==> src/rtl/hexdec_digit_mul.sv <==
module hexdec_digit_mul (
  input  logic [3:0] op_a,
  input  logic [3:0] op_b,
  input  logic       dec_sel,
  output logic [7:0] product,
  output logic       bcd_err
);
  logic       a_big, b_big;
  logic [2:0] a_rem, b_rem;
  logic [5:0] rem_pp;
  logic [5:0] a_cross, b_cross;
  logic [7:0] big_term;
  logic [7:0] bin;
  logic [3:0] tens, units;

  assign a_big = op_a[3];
  assign b_big = op_b[3];
  assign a_rem = op_a[2:0];
  assign b_rem = op_b[2:0];

  assign rem_pp   = {3'b000, a_rem} * {3'b000, b_rem};
  assign a_cross  = a_big ? {b_rem, 3'b000} : 6'd0;
  assign b_cross  = b_big ? {a_rem, 3'b000} : 6'd0;
  assign big_term = (a_big & b_big) ? 8'd64 : 8'd0;

  assign bin = big_term + {2'b00, a_cross} + {2'b00, b_cross} + {2'b00, rem_pp};

  always_comb begin
    tens = 4'd0;
    for (int k = 1; k < 10; k++)
      if (bin >= 8'(k * 10)) tens = 4'(k);
    units = 4'(bin - {1'b0, tens, 3'b000} - {3'b000, tens, 1'b0});
  end

  assign product = dec_sel ? {tens, units} : bin;
  assign bcd_err = dec_sel & ((op_a > 4'd9) | (op_b > 4'd9));
endmodule


==> config.mk <==
export PLATFORM = sky130hd
export DESIGN_NAME = hexdec_digit_mul
export DESIGN_NICKNAME = d
export VERILOG_FILES = /design/src/rtl/hexdec_digit_mul.sv
export SDC_FILE = /design/constraint.sdc
export NUM_CORES = 1
export LEC_CHECK = 0
export ABC_AREA = 1
export BUFFER_PORTS_ARGS = -buffer_cell sky130_fd_sc_hd__buf_2
export CAP_MARGIN = 0
export CORE_UTILIZATION = 55
export DETAILED_ROUTE_END_ITERATION = 6
export PLACE_DENSITY = 0.8
export SYNTH_ARGS = -nofsm -noshare
export SYNTH_HDL_FRONTEND = slang
export SYNTH_SLANG_ARGS = --single-unit
==> constraint.sdc <==
create_clock -name vclk -period 4.8
set_clock_uncertainty 0.1 [all_clocks]
set_input_delay 0 -clock vclk [all_inputs]
set_output_delay 0 -clock vclk [all_outputs]
set_load 0.005 [all_outputs]
Word-level counts from Yosys, hierarchy flattened
Index checks and enable logic that the tools add are counted.

cells by class
  $mul = 1
  order comparisons = 11
  add/sub/neg operators = 5
  multiplexer cells = 13
  bitwise operators = 3

operator list
  operator                                                                count
  4-bit 2-to-1 mux                                                        8
  8-bit by 6-bit >= comparator with 1-bit output (second input constant)  3
  8-bit by 7-bit >= comparator with 1-bit output (second input constant)  3
  8-bit by 6-bit adder with 8-bit output                                  2
  8-bit by 5-bit >= comparator with 1-bit output (second input constant)  2
  6-bit 2-to-1 mux                                                        2
  7-bit by 6-bit adder with 8-bit output                                  1
  8-bit by 4-bit >= comparator with 1-bit output (second input constant)  1
  4-bit greater-than comparator (second input constant)                   2
  8-bit 2-to-1 mux                                                        1
  4-bit subtractor                                                        2
  7-bit 2-to-1 mux                                                        1
  3-bit by 3-bit multiplier with 6-bit output                             1
  1-bit AND                                                               2
  1-bit 2-to-1 mux                                                        1
  1-bit OR                                                                1

storage, ports and cells
  output and inout port bits = 9
  input port bits = 9
  bits in registers = 0

Depth between registers and ports, before layout
Gate-level depths: netlist (run 1).

  depth after elaboration = 18
  gate-level depth with buffers = 26

Least setup slack after synthesis (run 1)
OpenSTA, ideal clock, no wires.

  path type = in2out
  from = in op_a[0]
  to = out product[3]
  path buffers = 0
  stages = 24
  setup slack = 1232 ps
  arrival = 3468 ps
  path through = nand2_1 > inv_1 > fa_1 > inv_1 > fa_1 > fa_1 > inv_1 > ha_1 > fa_1 > inv_1 > nand3_4 > nor2_4 > nand2_1 > nand2_1 > nand2_1 > nand2_1 > inv_1 > ha_1 > xnor2_1 > xor2_2 > inv_1 > nand3_1 > nand3_1 > nand2_1

on the way
  word-level cells in the longest chain between the ends = 16
  elaborated cells between the ends (all ways) = 25
  classes of those cells = 4 x add/sub; 1 x mul; 9 x order compare; 11 x mux

RTL lines
  item                                                                                 RTL line  source
  from (decl)                                                                          2         input logic [3:0] op_a,
  branches (longest 2 deep; another with 3-bit by 3-bit multiplier with 6-bit output)  -
  8-bit by 6-bit adder with 8-bit output (*)                                           26        assign bin = big_term + {2'b00, a_cross} + {2'b00, b_cross} + {2'b00, rem_pp};
  8-bit by 4-bit >= comparator with 1-bit output                                       31        if (bin >= 8'(k * 10)) tens = 4'(k);
  1-bit 2-to-1 mux                                                                     31
  4-bit 2-to-1 mux (8 in series)                                                       31
  4-bit subtractor (2 in series)                                                       32        units = 4'(bin - {1'b0, tens, 3'b000} - {3'b000, tens, 1'b0});
  8-bit 2-to-1 mux (*)                                                                 35        assign product = dec_sel ? {tens, units} : bin;
  to (decl)                                                                            5         output logic [7:0] product,

Every way passes the cells marked *.

Final worst setup path (run 1)
  from = in op_b[2]
  to = out product[3]

on the way
  word-level cells in the longest chain between the ends = 17
  elaborated cells between the ends (all ways) = 26
  classes of those cells = 5 x add/sub; 1 x mul; 9 x order compare; 11 x mux

RTL lines
  item                                            RTL line  source
  from (decl)                                     3         input logic [3:0] op_b,
  6-bit 2-to-1 mux                                22        assign a_cross = a_big ? {b_rem, 3'b000} : 6'd0;
  7-bit by 6-bit adder with 8-bit output          26
  8-bit by 6-bit adder with 8-bit output          26
  8-bit by 6-bit adder with 8-bit output (*)      26
  8-bit by 4-bit >= comparator with 1-bit output  31
  1-bit 2-to-1 mux                                31
  4-bit 2-to-1 mux (8 in series)                  31
  4-bit subtractor (2 in series)                  32
  8-bit 2-to-1 mux (*)                            35

Mark *: on every way between the ends. The rest lies on a longest branch, timed or not.

==> results.cfg, run 1 <==
[yosys]
synth.avg_cell_area_sq_um = 6.28
yosysWarnings = 0
yosysTopAreaCell = nand2_1
synth_top_area_share_pct = 19.8
synthCells = 130
synth_area_leaders = nand2_1 (20%), fa_1 (17%), inv_1 (14%)
synth_fp_nets = 154
synth_cell_types = 24
yosysSeqAreaShare_pct = 0
netlist_area_sq_um = 816

[setup_path]
crit_fanout = 5
cpPeakStageDelay_ps = 490
slowest_stage = fa_1
required_ps = 4700
end_kind = output port
cp_num_buf_inv = 8
crit_family = adder cells
crit_arrival_ps = 3950
crit_type = input pin to output port
start_kind = input pin

[routing]
viasPerCell = 4.86
via_count = 792
drt-initial-drc-count = 15
drtPass1Iterations = 4
wirelength_um = 1570
drc_errors = 0
wl_per_cell_um = 9.61
ant_nets = 0

[sta]
min_period_ps = 4050
max_freq_mhz = 247
hold_ws_ps = 195
maxSlewViolCount = 0
finalHoldViolCount = 0
setup_tns_ps = 0
rsz0062_at_grt = false
finalCritPeriodShare_pct = 84.5
setup_viol = 0
worst_pin_slew_ps = 329
slew_headroom_pct = 77.8

[global_routing]
grt_max_degree = 9
antenna_found_initial = 0
grt_pass1_vias = 650
overflow = 0
grt_pass1_wl_um = 2610
grt_usage_pct = 22.5

[pwr]
power.density_nw_per_um2 = 283
leakage_nw = 0.590
vdd_drop_max_v = 0.000145
power_mw = 0.261

[die]
die_x_um = 40.5
initial_utilization_pct = 61.2
fp.coreArea_sq_um = 1330
dieArea_sq_um = 1640
fp-row-count = 13
ioPinCount = 18
die_y_um = 40.5

[cells_and_area]
fin_area_sq_um = 925
regArea_sq_um = 0
post-route-util_pct = 69.3
area_delta_synth_final_pct = 13.3
seq_cell_count = 0
drive_gt1_share_pct = 23.0
nets = 174
fillerInstances = 141
clock_buffers = 0
diodes = 0

[place]
place_area_sq_um = 925
place_congestion = 0.758
port_buffers = 18
dp_hpwl_um = 1360

[clock_network]
cts_hold_buf = 0
post_cts_buffers = 0
cts.repair.resized = 0

[outcome]
outcome = finished clean

[flow_run]
cap_violations = 0

[min_path]
hold_class = input pin to output port
==> cell families (layout without fill, tap and decap cells) <==
| kind of cell | count (synthesis) | in the layout | share of synthesized area (%) |
|---|---|---|---|
| XOR/XNOR | 3 | 3 | 4.14 |
| AND/OR/NAND/NOR | 63 | 63 | 39.7 |
| adder cells (fa/ha/maj) | 15 | 15 | 29.4 |
| AO/OA/AOI/OAI | 16 | 16 | 11.4 |
| buffers and inverters | 33 | 51 | 15.3 |
==> synth_stat cells, drive strengths merged <==
| master | number |
|---|---|
| or2 | 1 |
| fa | 7 |
| ha | 8 |
| a21oi | 4 |
| nand3 | 4 |
| clkinv | 1 |
| xor2 | 2 |
| xnor2 | 1 |
| o21ai | 10 |
| a41oi | 1 |
| inv | 32 |
| nor2 | 6 |
| nor3 | 1 |
| a31oi | 1 |
| nand2 | 49 |
| nand4 | 2 |
==> metrics by stage <==
| step | std cells | setup WS [ps] |
|---|---|---|
| after CTS | 163 | 753 |
| after global routing | 163 | 433 |
| after global placement | 163 | 844 |
| final | 163 | 746 |
| after floorplan | 130 | 1230 |
| after detailed placement | 163 | 770 |
==> area by class of cell <==
| cell class | count | area (sq um) | area share, % |
|---|---|---|---|
| multi-input combinational | 97 | 691 | 74.7 |
| inverter | 33 | 125 | 13.5 |
| timing repair buffer | 18 | 90.1 | 9.74 |
| tap | 15 | 18.8 | 2.03 |
==> power by group <==
part	switching, mW	leakage [nW]	internal [mW]
clock network	0	0	0
logic	0.155	0.590	0.106
registers	0	0	0
==> path summary, 6_finish.rpt <==
check / from / to / slack, ps / cells past startpoint
max: op_b[2] / product[3] / 750 / 26
min: op_b[0] / product[0] / 200 / 4
==> per-layer routing <==
metal	vias to the layer above	wire [um]	GRT usage (%)
met4	0	0	0
met2	15	759	42.1
met5	-	0	0
met3	0	31	0
met1	347	776	30.4
li1	430	-	-
==> layout by cell type (no fill, tap or decap), types with 2 or more instances in the layout <==
cell,count
a21oi_1,4
buf_2,18
fa_1,7
ha_1,8
inv_1,30
inv_2,2
nand2_1,43
nand2_2,3
nand2_4,2
nand3_1,3
nand4_1,2
nor2_1,4
nor2_4,2
o21ai_0,8
o21ai_1,2
(Power assumes the default switching activity.)
==> run 2, diff against run 1 <==
ABC_AREA = 0   (was 1)
CORE_UTILIZATION = 52   (was 55)
clock period = 3.6 ns   (was 4.8 ns; I/O delays follow)
==> run 2 against run 1 <==
  * The run now ends with negative setup slack left
  * Critical path type unchanged
  * Clock-buffer cell count stayed put
  * Critical path depth is 8 lower
  * Largest power group unchanged
  * Area after synthesis is 7.2% lower
  * Combinational power is 95% higher
==> results.cfg, run 2 <==
[routing]
ant_nets = 0
wirelength_um = 2270
viasPerCell = 5.73
drt-initial-drc-count = 22
via_count = 825
wl_per_cell_um = 15.7
drc_errors = 0
drtPass1Iterations = 4

[min_path]
hold_class = input pin to output port
hp-start = op_b[0]

[pwr]
p_seq_share_pct = 0
vdd_drop_max_v = 0.000257
combPwrFrac_pct = 100.0
p_sw_mw = 0.239
internal-power_mw = 0.269
netSwitchingFraction_pct = 47.1
p_clk_share_pct = 0
leakage_nw = 0.539
power.density_nw_per_um2 = 448

[yosys]
synth_top_area_share_pct = 18.5
yosysSeqAreaShare_pct = 0
synth_fp_nets = 122
yosysWarnings = 0
synthCells = 98
netlist_area_sq_um = 757
synth_area_leaders = fa_1 (19%), ha_1 (13%), and2_1 (9.9%)
yosysTopAreaCell = fa_1
synth_cell_types = 34
synthMostInstantiatedCell = and2_1
synth.avg_cell_area_sq_um = 7.72
ys_top_cells_by_count = and2_1 (12), inv_1 (11), nand2_1 (10)

[cells_and_area]
final_cell_mix = buf_4 (17), buf_2 (14), nand2_1 (10), inv_1 (7), and2_1 (7)
seq_cell_count = 0
clock_buffers = 0
area_delta_synth_final_pct = 49.8
drive_gt1_share_pct = 51.2
fillerInstances = 69
nets = 155
mostFrequentLayoutCell = buf_4
regArea_sq_um = 0
diodes = 0

[sta]
finalCritPeriodShare_pct = 109
max_freq_mhz = 255
finalHoldViolCount = 0
setup_tns_ps = -643
setup_viol = 4
slew_headroom_pct = 65.6
rsz0062_at_grt = true
worst_pin_slew_ps = 515
min_period_ps = 3930
setup_ws_ps = -326
maxSlewViolCount = 0

[place]
dp_hpwl_um = 1520
port_buffers = 18
place_congestion = 0.860
dpl_worst_slack_ps = -359

[global_routing]
overflow = 0
grt_usage_pct = 27.2
antenna_found_initial = 0
grt_pass1_vias = 701
grt_max_degree = 13
grt_pass1_wl_um = 3020

[outcome]
violations = negative setup slack
outcome = complete, but fails checks

[setup_path]
critPathLaunch = op_b[2]
required_ps = 3500
crit_fanout = 5
crit_path_end = product[3]
crit_type = input pin to output port
end_kind = output port
start_kind = input pin
crit_arrival_ps = 3830

[flow_run]
cap_violations = 0

[die]
ioPinCount = 18
fp-row-count = 13
die_x_um = 40.2
dieArea_sq_um = 1610
die_y_um = 40.2
initial_utilization_pct = 56.8
fp.coreArea_sq_um = 1330

[clock_network]
cts_hold_buf = 0
run 2: cell type report:
cell class,instances,area (sq um),area share (%)
tap,15,18.8,1.66
multi-input combinational,83,827,73.0
timing repair buffer,35,246,21.7
inverter,11,41.3,3.64
run 2: metrics by stage:
step                hold WS (ps)  power (mW)  area [sq um]  instances  utilization [%]
floorplan                   10.3       0.267           800         98                -
global placement             281       0.370           982        140             73.6
detailed placement           280       0.386           982        140             73.6
CTS                          281       0.429          1040        143             78.3
global route                 315       0.549          1130        144             85.0
finish                       284       0.508          1130        144             85.0
run 2: worst min path at each step:
stage | end | slack, ps | cells after the start
3_3_place_gp | product[0] | 280 | 4
3_5_place_dp | product[0] | 280 | 4
6_report | product[0] | 280 | 4
2_1_floorplan | product[0] | 10 | 1
4_1_cts | product[0] | 280 | 4
5_1_grt | product[0] | 320 | 4
run 2: logic make-up after synthesis:
family | synth area share (%)
adders and majority gates | 31.7
xor gates and xnor gates | 6.94
and+or+nand+nor | 26.8
buffers and inverters | 8.59
AOI/OAI and AO/OA | 23.0
muxes | 2.97
run 2: metal layers:
metal,part of all wire (%),GRT usage (%),up-vias
met5,0,0,-
met1,41,35.8,396
met4,2.0,2.59,0
met3,2.9,0,4
met2,54,50.8,27
li1,-,-,398
run 2: power by group through the flow:
stage	logic [mW]	registers, mW	clock network, mW
final	0.508	0	0
after floorplan	0.267	0	0
after global placement	0.370	0	0
after CTS	0.429	0	0
after detailed placement	0.386	0	0
after global routing	0.549	0	0
run 2: worst max-delay path, stage by stage:
cell	delay, ps
buf_2	130
and2_4	150
ha_4	250
inv_2	40
fa_2	380
inv_2	70
fa_1	420
ha_4	200
fa_2	470
or2_1	240
a221o_1	390
a31oi_4	210
ha_4	240
nand2_1	90
a21oi_1	90
and3b_1	230
xnor2_1	110
buf_2	120
run 2: what timing repair did:
item,in CTS,in global routing
gates resized for setup,13,15
buffers inserted,3,1
setup endpoints to repair,3,4
pin swaps,4,7
